## config.mk

```make
export PLATFORM = sky130hd
export DESIGN_NAME = touch_chan_proc
export DESIGN_NICKNAME = d
export VERILOG_FILES = /design/src/rtl/tcp_pkg.sv /design/src/rtl/tcp_ref_track.sv /design/src/rtl/tcp_detect.sv /design/src/rtl/tcp_stuck_tmr.sv /design/src/rtl/tcp_out_drive.sv /design/src/rtl/touch_chan_proc.sv
export SDC_FILE = /design/constraint.sdc
export NUM_CORES = 1
export LEC_CHECK = 0
export BUFFER_PORTS_ARGS = -buffer_cell sky130_fd_sc_hd__buf_2
export CAP_MARGIN = 25
export CORE_MARGIN = 4
export CORE_UTILIZATION = 55
export CTS_CLUSTER_DIAMETER = 120
export DETAILED_ROUTE_END_ITERATION = 10
export PLACE_DENSITY = 0.81
export REMOVE_ABC_BUFFERS = 1
export SLEW_MARGIN = 15
export SYNTH_ARGS = -nofsm -noshare
export SYNTH_HDL_FRONTEND = slang
export SYNTH_SLANG_ARGS = --single-unit
```

## constraint.sdc

```tcl
create_clock -name clk -period 13.13 [get_ports clk]
set_input_delay 0.6565 -clock clk [delete_from_list [all_inputs] [get_ports clk]]
set_output_delay 0.6565 -clock clk [all_outputs]
set_load 0.005 [all_outputs]
```

## src/rtl/tcp_pkg.sv

```systemverilog
package tcp_pkg;

  typedef struct packed {
    logic dc_mode;
    logic no_limit;
    logic long_lim;
  } tcp_cfg_t;

  function automatic tcp_cfg_t tcp_decode_sel(input logic [1:0] sel);
    tcp_cfg_t c;
    case (sel)
      2'b00:   c = '{dc_mode: 1'b1, no_limit: 1'b1, long_lim: 1'b0};
      2'b01:   c = '{dc_mode: 1'b1, no_limit: 1'b0, long_lim: 1'b0};
      2'b10:   c = '{dc_mode: 1'b1, no_limit: 1'b0, long_lim: 1'b1};
      default: c = '{dc_mode: 1'b0, no_limit: 1'b0, long_lim: 1'b0};
    endcase
    return c;
  endfunction

endpackage

```

## src/rtl/tcp_ref_track.sv

```systemverilog
module tcp_ref_track #(
  parameter int CNT_W = 16,
  parameter int UP_MS = 990,
  parameter int DN_MS = 231
) (
  input  logic                    clk,
  input  logic                    rst,
  input  logic                    smp_vld,
  input  logic [CNT_W-1:0]        smp_cnt,
  input  logic signed [CNT_W:0]   diff,
  input  logic                    ms_tick,
  input  logic                    recal_any,
  input  logic                    freeze,
  output logic [CNT_W-1:0]        ref_q,
  output logic                    cal_pend_q
);
  localparam int UP_W = $clog2(UP_MS + 1);
  localparam int DN_W = $clog2(DN_MS + 1);
  localparam logic [UP_W-1:0] UP_LIM = UP_W'(UP_MS);
  localparam logic [DN_W-1:0] DN_LIM = DN_W'(DN_MS);

  logic [UP_W-1:0] up_age_q;
  logic [DN_W-1:0] dn_age_q;

  always_ff @(posedge clk) begin
    if (rst) begin
      ref_q      <= '0;
      cal_pend_q <= 1'b1;
      up_age_q   <= '0;
      dn_age_q   <= '0;
    end else if (recal_any) begin
      cal_pend_q <= 1'b1;
      up_age_q   <= '0;
      dn_age_q   <= '0;
    end else begin
      if (ms_tick) begin
        if (up_age_q < UP_LIM) up_age_q <= up_age_q + 1'b1;
        if (dn_age_q < DN_LIM) dn_age_q <= dn_age_q + 1'b1;
      end
      if (smp_vld) begin
        if (cal_pend_q) begin
          ref_q      <= smp_cnt;
          cal_pend_q <= 1'b0;
          up_age_q   <= '0;
          dn_age_q   <= '0;
        end else if (!freeze) begin
          if (diff > 0 && up_age_q >= UP_LIM) begin
            ref_q    <= ref_q + 1'b1;
            up_age_q <= '0;
          end else if (diff < 0 && dn_age_q >= DN_LIM) begin
            ref_q    <= ref_q - 1'b1;
            dn_age_q <= '0;
          end
        end
      end
    end
  end

  p_cal_load_r2: assert property (@(posedge clk) disable iff (rst)
    (smp_vld && cal_pend_q && !recal_any) |=> (ref_q == $past(smp_cnt)));

  p_up_rate_r6: assert property (@(posedge clk) disable iff (rst)
    (!cal_pend_q && up_age_q < UP_LIM) |=> (ref_q != $past(ref_q) + CNT_W'(1)));

  p_dn_rate_r7: assert property (@(posedge clk) disable iff (rst)
    (!cal_pend_q && dn_age_q < DN_LIM) |=> (ref_q != $past(ref_q) - CNT_W'(1)));

  p_freeze_r8: assert property (@(posedge clk) disable iff (rst)
    (!cal_pend_q && freeze) |=> $stable(ref_q));

endmodule

```

## src/rtl/tcp_detect.sv

```systemverilog
module tcp_detect #(
  parameter int CNT_W   = 16,
  parameter int THRESH  = 6,
  parameter int HYST    = 2,
  parameter int CONFIRM = 3
) (
  input  logic                    clk,
  input  logic                    rst,
  input  logic                    smp_vld,
  input  logic                    cal_pend,
  input  logic signed [CNT_W:0]   diff,
  input  logic                    hold_in,
  input  logic                    recal_any,
  output logic                    det_q,
  output logic signed [CNT_W-1:0] delta_q
);
  localparam int INT_W = $clog2(CONFIRM + 1);
  localparam logic [INT_W-1:0] INT_MAX = INT_W'(CONFIRM);
  localparam logic signed [CNT_W:0] HIT_LVL  = (CNT_W+1)'(THRESH);
  localparam logic signed [CNT_W:0] KEEP_LVL = (CNT_W+1)'(THRESH - HYST);
  localparam logic signed [CNT_W:0] POS_MAX  = (CNT_W+1)'((2**(CNT_W-1)) - 1);
  localparam logic signed [CNT_W:0] NEG_MIN  = -((CNT_W+1)'(2**(CNT_W-1)));

  logic [INT_W-1:0] integ_q;
  logic [INT_W-1:0] integ_inc;
  logic             hit;
  logic             keep;
  logic signed [CNT_W-1:0] diff_sat;

  assign hit       = (diff >= HIT_LVL);
  assign keep      = (diff >= KEEP_LVL);
  assign integ_inc = (integ_q == INT_MAX) ? integ_q : integ_q + 1'b1;

  always_comb begin
    if (diff > POS_MAX)      diff_sat = POS_MAX[CNT_W-1:0];
    else if (diff < NEG_MIN) diff_sat = NEG_MIN[CNT_W-1:0];
    else                     diff_sat = diff[CNT_W-1:0];
  end

  always_ff @(posedge clk) begin
    if (rst) begin
      det_q   <= 1'b0;
      integ_q <= '0;
      delta_q <= '0;
    end else if (recal_any) begin
      det_q   <= 1'b0;
      integ_q <= '0;
    end else if (smp_vld) begin
      if (cal_pend) begin
        delta_q <= '0;
        det_q   <= 1'b0;
        integ_q <= '0;
      end else begin
        delta_q <= diff_sat;
        if (det_q) begin
          if (!keep) begin
            det_q   <= 1'b0;
            integ_q <= '0;
          end
        end else if (hit) begin
          if (integ_inc == INT_MAX && !hold_in) begin
            det_q   <= 1'b1;
            integ_q <= '0;
          end else begin
            integ_q <= integ_inc;
          end
        end else begin
          integ_q <= '0;
        end
      end
    end
  end

  p_confirm_r3: assert property (@(posedge clk) disable iff (rst)
    $rose(det_q) |-> ($past(integ_q) >= INT_W'(CONFIRM - 1)));

  p_run_reset_r3: assert property (@(posedge clk) disable iff (rst)
    (smp_vld && !cal_pend && !recal_any && !det_q && !hit) |=> (integ_q == '0));

  p_hyst_keep_r4: assert property (@(posedge clk) disable iff (rst)
    (det_q && smp_vld && !cal_pend && !recal_any && keep) |=> det_q);

  p_hold_block_r5: assert property (@(posedge clk) disable iff (rst)
    $rose(det_q) |-> !$past(hold_in));

endmodule

```

## src/rtl/tcp_stuck_tmr.sv

```systemverilog
module tcp_stuck_tmr #(
  parameter int SHORT_MS = 10000,
  parameter int LONG_MS  = 60000
) (
  input  logic clk,
  input  logic rst,
  input  logic ms_tick,
  input  logic det_q,
  input  logic no_limit,
  input  logic long_lim,
  output logic expire
);
  localparam int MAX_MS = (LONG_MS > SHORT_MS) ? LONG_MS : SHORT_MS;
  localparam int TW = $clog2(MAX_MS + 1);
  localparam logic [TW-1:0] SHORT_END = TW'(SHORT_MS - 1);
  localparam logic [TW-1:0] LONG_END  = TW'(LONG_MS - 1);

  logic [TW-1:0] cnt_q;
  logic [TW-1:0] end_cnt;

  assign end_cnt = long_lim ? LONG_END : SHORT_END;
  assign expire  = ms_tick && det_q && !no_limit && (cnt_q >= end_cnt);

  always_ff @(posedge clk) begin
    if (rst || !det_q || expire) begin
      cnt_q <= '0;
    end else if (ms_tick && cnt_q != '1) begin
      cnt_q <= cnt_q + 1'b1;
    end
  end

  p_idle_clear_r9: assert property (@(posedge clk) disable iff (rst)
    !det_q |=> (cnt_q == '0));

endmodule

```

## src/rtl/tcp_out_drive.sv

```systemverilog
module tcp_out_drive (
  input  logic clk,
  input  logic rst,
  input  logic det_q,
  input  logic dc_mode,
  input  logic drv_od,
  output logic key_out_q
);
  logic act_q;
  logic det_d_q;
  logic rise;
  logic act_n;

  assign rise = det_q && !det_d_q;

  always_comb begin
    if (dc_mode)   act_n = det_q;
    else if (rise) act_n = !act_q;
    else           act_n = act_q;
  end

  always_ff @(posedge clk) begin
    if (rst) begin
      act_q     <= 1'b0;
      det_d_q   <= 1'b0;
      key_out_q <= drv_od;
    end else begin
      act_q     <= act_n;
      det_d_q   <= det_q;
      key_out_q <= act_n ^ drv_od;
    end
  end

  p_dc_follow_r10: assert property (@(posedge clk) disable iff (rst)
    dc_mode |=> (act_q == $past(det_q)));

  p_toggle_hold_r11: assert property (@(posedge clk) disable iff (rst)
    (!dc_mode && !rise) |=> $stable(act_q));

  p_toggle_flip_r11: assert property (@(posedge clk) disable iff (rst)
    (!dc_mode && rise) |=> (act_q != $past(act_q)));

endmodule

```

## src/rtl/touch_chan_proc.sv

```systemverilog
module touch_chan_proc
  import tcp_pkg::*;
#(
  parameter int CNT_W    = 16,
  parameter int THRESH   = 6,
  parameter int HYST     = 2,
  parameter int CONFIRM  = 3,
  parameter int UP_MS    = 990,
  parameter int DN_MS    = 231,
  parameter int SHORT_MS = 10000,
  parameter int LONG_MS  = 60000
) (
  input  logic             clk,
  input  logic             rst,
  input  logic             smp_vld,
  input  logic [CNT_W-1:0] smp_cnt,
  input  logic             ms_tick,
  input  logic             recal_req,
  input  logic [1:0]       tmo_sel,
  input  logic             drv_od,
  input  logic             hold_in,
  output logic             detected,
  output logic [CNT_W-1:0] delta,
  output logic             key_out
);
  localparam logic signed [CNT_W:0] HIT_LVL = (CNT_W+1)'(THRESH);

  tcp_cfg_t                cfg;
  logic [CNT_W-1:0]        ref_q;
  logic                    cal_pend;
  logic signed [CNT_W:0]   diff;
  logic                    det_q;
  logic signed [CNT_W-1:0] delta_q;
  logic                    expire;
  logic                    recal_any;
  logic                    freeze;

  assign cfg       = tcp_decode_sel(tmo_sel);
  assign diff      = $signed({1'b0, smp_cnt}) - $signed({1'b0, ref_q});
  assign recal_any = recal_req || expire;
  assign freeze    = det_q || (hold_in && diff >= HIT_LVL);

  tcp_ref_track #(.CNT_W(CNT_W), .UP_MS(UP_MS), .DN_MS(DN_MS)) u_ref (
    .clk(clk), .rst(rst), .smp_vld(smp_vld), .smp_cnt(smp_cnt), .diff(diff),
    .ms_tick(ms_tick), .recal_any(recal_any), .freeze(freeze),
    .ref_q(ref_q), .cal_pend_q(cal_pend)
  );

  tcp_detect #(.CNT_W(CNT_W), .THRESH(THRESH), .HYST(HYST), .CONFIRM(CONFIRM)) u_det (
    .clk(clk), .rst(rst), .smp_vld(smp_vld), .cal_pend(cal_pend), .diff(diff),
    .hold_in(hold_in), .recal_any(recal_any), .det_q(det_q), .delta_q(delta_q)
  );

  tcp_stuck_tmr #(.SHORT_MS(SHORT_MS), .LONG_MS(LONG_MS)) u_tmr (
    .clk(clk), .rst(rst), .ms_tick(ms_tick), .det_q(det_q),
    .no_limit(cfg.no_limit), .long_lim(cfg.long_lim), .expire(expire)
  );

  tcp_out_drive u_out (
    .clk(clk), .rst(rst), .det_q(det_q), .dc_mode(cfg.dc_mode),
    .drv_od(drv_od), .key_out_q(key_out)
  );

  assign detected = det_q;
  assign delta    = delta_q;

  p_timeout_recal_r9: assert property (@(posedge clk) disable iff (rst)
    expire |=> (!det_q && cal_pend));

  p_reset_state_r1: assert property (@(posedge clk)
    rst |=> (!det_q && delta_q == '0));

endmodule

```

==> flow_summary.toml, run 1 <==
[layout]
area_growth_pct = 10.0
layout_common_cells = "73 x dfxtp_1, 70 x nor2_1, 65 x a21oi_1"
fin_cells = 836
n_antenna_cell = 0
final_area_mm2 = 0.00573
drive_gt1_share_pct = 11.5
fill_cells = 829
seq_area_mm2 = 0.00146
nets = 773
multiInputGateArea_mm2 = 0.00351
final_common_cell = "dfxtp_1"

[critical_path]
crit_required_ns = 13.41
critPathSlowestCell = "or4b_2"
critPathCaptureType = "flop"
crit_fanout = 17
startpoint_type = "input port"
path_class = "in -> reg"
worst_path_largest_cell_delay_ns = 0.63
path_cells = "buf_2 > inv_1 > ha_1 > fa_1 > nand2b_1 > a21o_1 > a211oi_1 > nor2_1 > xnor2_1 > nor4b_1 > nand4b_1 > nand2_1 > inv_1 > fa_1 > nor2b_1 > o21ai_0 > a21oi_1 > o221ai_1 > o21ai_0 > a41oi_1 > or4b_2 > a31oi_1 > nand4_1 > o31ai_2"
arrival_ns = 6.77

[logic_synthesis]
synthArstFlopShare_pct = 0
synth-seq-area-share_pct = 28.1
netlist_instances = 669
syn_area_mm2 = 0.00521
ys_top_cells_by_area = "dfxtp_1 28%, ha_1 11%, a21oi_1 6.2%, nor2_1 5.0%, nand2_1 4.6%"
synth_edf_count = 0
yosysTopAreaCell = "dfxtp_1"
synth_top_flop_cell = "dfxtp_1"
synth.distinct_cells = 66
postSynthAreaPerCell_um2 = 7.78
ys_warn_count = 0
ys_ff_latch = 73
synth_top_area_share_pct = 28.1

[sta]
rsz0062_at_grt = "no"
worstMarginPinSlew_ns = 0.886
fmax_mhz = 154
hold_viol_final = 0
finalCritPeriodShare_pct = 49.4
clock_skew_ns = 0.0111
maxSlewViolCount = 0
whs_ns = 0.459
min_period_ns = 6.49
finalSetupTns_ns = 0
slew_headroom_pct = 40.0
finalSetupViolations = 0

[die]
core_area_mm2 = 0.00924
io_pins = 43
dieArea_mm2 = 0.0111
die-width_um = 105
die_y_um = 105
rows = 35
start_util_pct = 56.4

[cts]
clock_latency_ns = 0.36
cts-root-buf = "clkbuf_8"
cts_made_buffers = 9
cts_tree = "built"
cts_hold_buf = 0
h-tree-depth = 3
clock-sinks = 73
cts.clk_slew.worst_paths_ns = 0.09
cts_resized = 0
postCtsSetupBuffers = 0
clockBufferDepth = 2

[global_route]
grt_usage_pct = 23.9
grt_max_degree = 37
grt_pass1_wl_um = 22200
grt_pass1_vias = 4828
grt_overflow = 0
antenna_found_initial = 0

[place]
io_buffers = 42
dp_cells = 820
place_area_mm2 = 0.00550
gp_congestion = 0.952
dp_hpwl_um = 9500

[routing]
post-route-drc-count = 0
vias = 5047
routed_via_density = 6.04
drt_pass1_iterations = 6
drt_iter0_drc = 429
wl_um = 13000
wl_per_cell_um = 15.6
antenna_left = 0

[pwr]
power.leakage_nw = 2.13
ir_drop_mv = 0.0657
p_per_area_mw_per_mm2 = 102

[status]
outcome = "finished, final reports clean"

[run]
max_cap_violations = 0

[hold_path]
hold_path_class = "reg -> reg"
==> cell usage after synthesis (all sizes together), types with 19 or more instances <==
master  instances
a21oi          65
nand2          64
dfxtp          73
a31oi          21
ha             44
o21ai          47
nor3           19
xor2           22
xnor2          20
inv            37
a211oi         20
nor2           70
==> where the power goes <==
group | total [mW] | internal (mW) | switching (mW)
sequential | 0.231 | 0.226 | 0.00467
clock | 0.202 | 0.109 | 0.0934
combinational | 0.151 | 0.0579 | 0.0927
total | 0.584 | 0.393 | 0.191
==> state kept, by name, indices dropped and copies added (netlist names) <==
register	count
u_det.delta_q	16
u_ref.ref_q	16
u_tmr.cnt_q	16
u_ref.up_age_q	10
u_ref.dn_age_q	8
u_det.integ_q	2
u_det.det_q	1
u_out.act_q	1
u_out.det_d_q	1
u_out.key_out_q	1
u_ref.cal_pend_q	1
==> per-stage QoR <==
step           utilization (%)  worst slack [ns]  total power, mW
2_1_floorplan                -              7.27            0.345
3_5_place_dp              59.5              6.38            0.382
3_3_place_gp              59.5              6.62            0.378
5_1_grt                   62.0              6.09            0.614
6_report                  62.0              6.64            0.584
4_1_cts                   61.9              6.74            0.586
==> area by class of cell <==
class                           instances  area share, %
Multi-Input combinational cell        536           61.3
Sequential cell                        73           25.5
Timing Repair Buffer                   44           3.93
Tap cell                              129           2.82
Inverter                               38           2.49
Clock buffer                            9           2.16
Clock inverter                          7           1.75
==> final timing paths <==
path                      endpoint              from  slack, ns  depth (start not counted)
setup / recovery   u_ref.ref_q[14]        smp_cnt[0]       6.64                         24
hold / removal    u_det.delta_q[2]  u_det.delta_q[2]       0.46                          2
setup reg to reg   u_ref.ref_q[14]    u_ref.ref_q[0]       6.68                         22
hold reg to reg   u_det.delta_q[2]  u_det.delta_q[2]       0.46                          2
==> kinds of logic (layout without fill, tap and decap cells) <==
kind of cell / after synthesis / after routing / share of synthesized area (%)
adder cells (fa/ha/maj): 46 / 46 / 11.3
AND/OR/NAND/NOR: 245 / 245 / 23.3
XOR/XNOR: 42 / 42 / 7.06
flip-flops: 73 / 73 / 28.1
buffers and inverters: 60 / 98 / 4.66
AO/OA/AOI/OAI: 199 / 199 / 24.8
multiplexers: 4 / 4 / 0.769
==> critical path, delay by kind of cell <==
kind / cells / cell delay (ns)
simple gates: 8 / 2.60
xor+xnor: 1 / 0.19
compound gates: 9 / 2.05
fa+ha+maj: 3 / 0.99
buf+inv: 3 / 0.26
==> metal layers <==
metal / vias up / part of all wire, % / global-route usage (%) / wire (um)
li1: 2508 / - / - / -
met3: 24 / 7.3 / 5.39 / 951
met2: 168 / 48 / 40.7 / 6240
met1: 2347 / 43 / 29.9 / 5600
met5: - / 0 / 0 / 0
met4: 0 / 1.9 / 7.50 / 254
Power figures use the tool's default switching activity.
==> run 2, diff against run 1 <==
clock period = 6.35 ns   (was 13.13 ns; I/O delays follow)
==> run 2 against run 1 <==
Effect of this change: cell area shrank 0.26%; sequential share of layout area grew 0.067 points; hold slack lost 0.32 ns; utilization shrank 0.16 points; count of clock-buffer cells in the layout grew 1; global-route usage is essentially flat; register-to-register slack lost 6.2 ns; critical path depth shrank 2; clock skew grew 0.0032 ns; non-clock buffer count grew 4; setup slack lost 6.2 ns.
==> flow_summary.toml, run 2 (synthesized netlist as in run 1, its figures left out) <==
[status]
outcome = "finished, final reports clean"

[cts]
cts_resized = 0
cts-root-buf = "clkbuf_8"
cts_tree = "built"
clockBufferDepth = 2
h-tree-depth = 3
cts_made_buffers = 9
clock-sinks = 73
cts.clk_slew.worst_paths_ns = 0.09
postCtsSetupBuffers = 0
clock_latency_ns = 0.37
cts_hold_buf = 0

[critical_path]
arrival_ns = 6.16
crit_required_ns = 6.64
path_class = "reg -> reg"
crit_fanout = 16
critPathCaptureType = "flop"
startpoint_type = "flop"

[sta]
maxSlewViolCount = 0
fmax_mhz = 170
rsz0062_at_grt = "no"
min_period_ns = 5.87
finalCritPeriodShare_pct = 92.5
slew_headroom_pct = 48.6
clock_skew_ns = 0.0143
finalSetupTns_ns = 0
worstMarginPinSlew_ns = 0.765
hold_viol_final = 0
finalSetupViolations = 0

[global_route]
grt_pass1_vias = 4876
grt_pass1_wl_um = 22200
antenna_found_initial = 0
grt_max_degree = 37
grt_usage_pct = 23.8
grt_overflow = 0

[layout]
drive_gt1_share_pct = 12.0
area_growth_pct = 9.73
layout_common_cells = "73 x dfxtp_1, 70 x nor2_1, 65 x a21oi_1"
final_area_mm2 = 0.00571
fill_cells = 780
n_antenna_cell = 0
nets = 777
final_common_cell = "dfxtp_1"
reg_top3 = "u_det.delta_q: 16 flops, u_ref.ref_q: 16 flops, u_tmr.cnt_q: 16 flops"

[hold_path]
hold_path_class = "in -> reg"

[routing]
routed_via_density = 6.15
drt_pass1_iterations = 5
antenna_left = 0
post-route-drc-count = 0
drt_iter0_drc = 294
wl_per_cell_um = 15.6
vias = 5165
wl_um = 13100

[place]
place_area_mm2 = 0.00553
gp_congestion = 0.930
dp_hpwl_um = 9560
io_buffers = 42

[die]
core_area_mm2 = 0.00924
dieArea_mm2 = 0.0111
die-width_um = 105
die_y_um = 105
rows = 35
start_util_pct = 56.4
io_pins = 43

[pwr]
power.leakage_nw = 2.12
power_mw = 1.13
ir_drop_mv = 0.131
p_per_area_mw_per_mm2 = 197

[run]
max_cap_violations = 0
-- run 2: changes by cell type in the layout (fill, tap and decap cells not counted), sizes merged --
cell / before / now
buf: 44 / 48
clkinvlp: 0 / 2
clkinv: 3 / 4
bufinv: 2 / 0
clkbuf: 9 / 10
inv: 40 / 38
-- run 2: report_power, final --
part | internal (mW) | switching, mW | total, mW | leakage, nW
combinational | 0.122 | 0.195 | 0.317 | 1.44
sequential | 0.468 | 0.00962 | 0.478 | 0.592
clock | 0.142 | 0.190 | 0.333 | 0.0827
-- run 2: final timing paths --
kind	start	to	slack [ns]	cells after the start
max	u_ref.ref_q[0]	u_ref.ref_q[14]	0.48	22
min	drv_od	u_out.key_out_q	0.14	2
max reg2reg	u_ref.ref_q[0]	u_ref.ref_q[14]	0.48	22
min reg2reg	u_det.delta_q[7]	u_det.delta_q[7]	0.46	2
-- run 2: per-layer routing --
metal / part of all wire (%) / global-route usage, % / up-vias
li1: - / - / 2516
met1: 43 / 29.7 / 2407
met2: 47 / 39.3 / 193
met3: 7.1 / 5.51 / 49
met4: 3.2 / 10.3 / 0
met5: 0 / 0 / -
-- run 2: area by class of cell --
cell class | count | area, um2 | share of cell area (%)
multi-input cells | 536 | 3520 | 61.7
well taps | 129 | 161 | 2.82
clock inverters | 6 | 42.5 | 0.744
inverters | 38 | 143 | 2.50
repair buffers | 48 | 255 | 4.47
flip-flops and latches | 73 | 1460 | 25.6
clock buffers | 10 | 128 | 2.23
-- run 2: critical path, stage by stage, from the launching register on --
cell	delay (ns)
dfxtp_1	0.38
ha_1	0.22
fa_1	0.40
nand2b_1	0.19
a21o_1	0.19
a211oi_1	0.43
nor2_1	0.12
xnor2_1	0.19
nor4b_2	0.40
nand4b_1	0.21
nand2_1	0.15
buf_4	0.25
ha_1	0.21
nor2b_1	0.20
o21ai_0	0.14
a21oi_1	0.24
o221ai_1	0.22
o21ai_0	0.40
a41oi_1	0.19
or4b_2	0.63
a31oi_1	0.19
nand4_1	0.13
o31ai_2	0.10
-- run 2: stage by stage --
stage	cells	setup WS, ns	hold WS (ns)	utilization (%)
after CTS	840	0.423	0.133	61.7
final	840	0.479	0.142	61.8
after floorplan	647	0.825	0.382	-
after global routing	840	0.0205	0.137	61.8
after global placement	823	0.666	0.437	59.8
after detailed placement	824	0.345	0.449	59.9
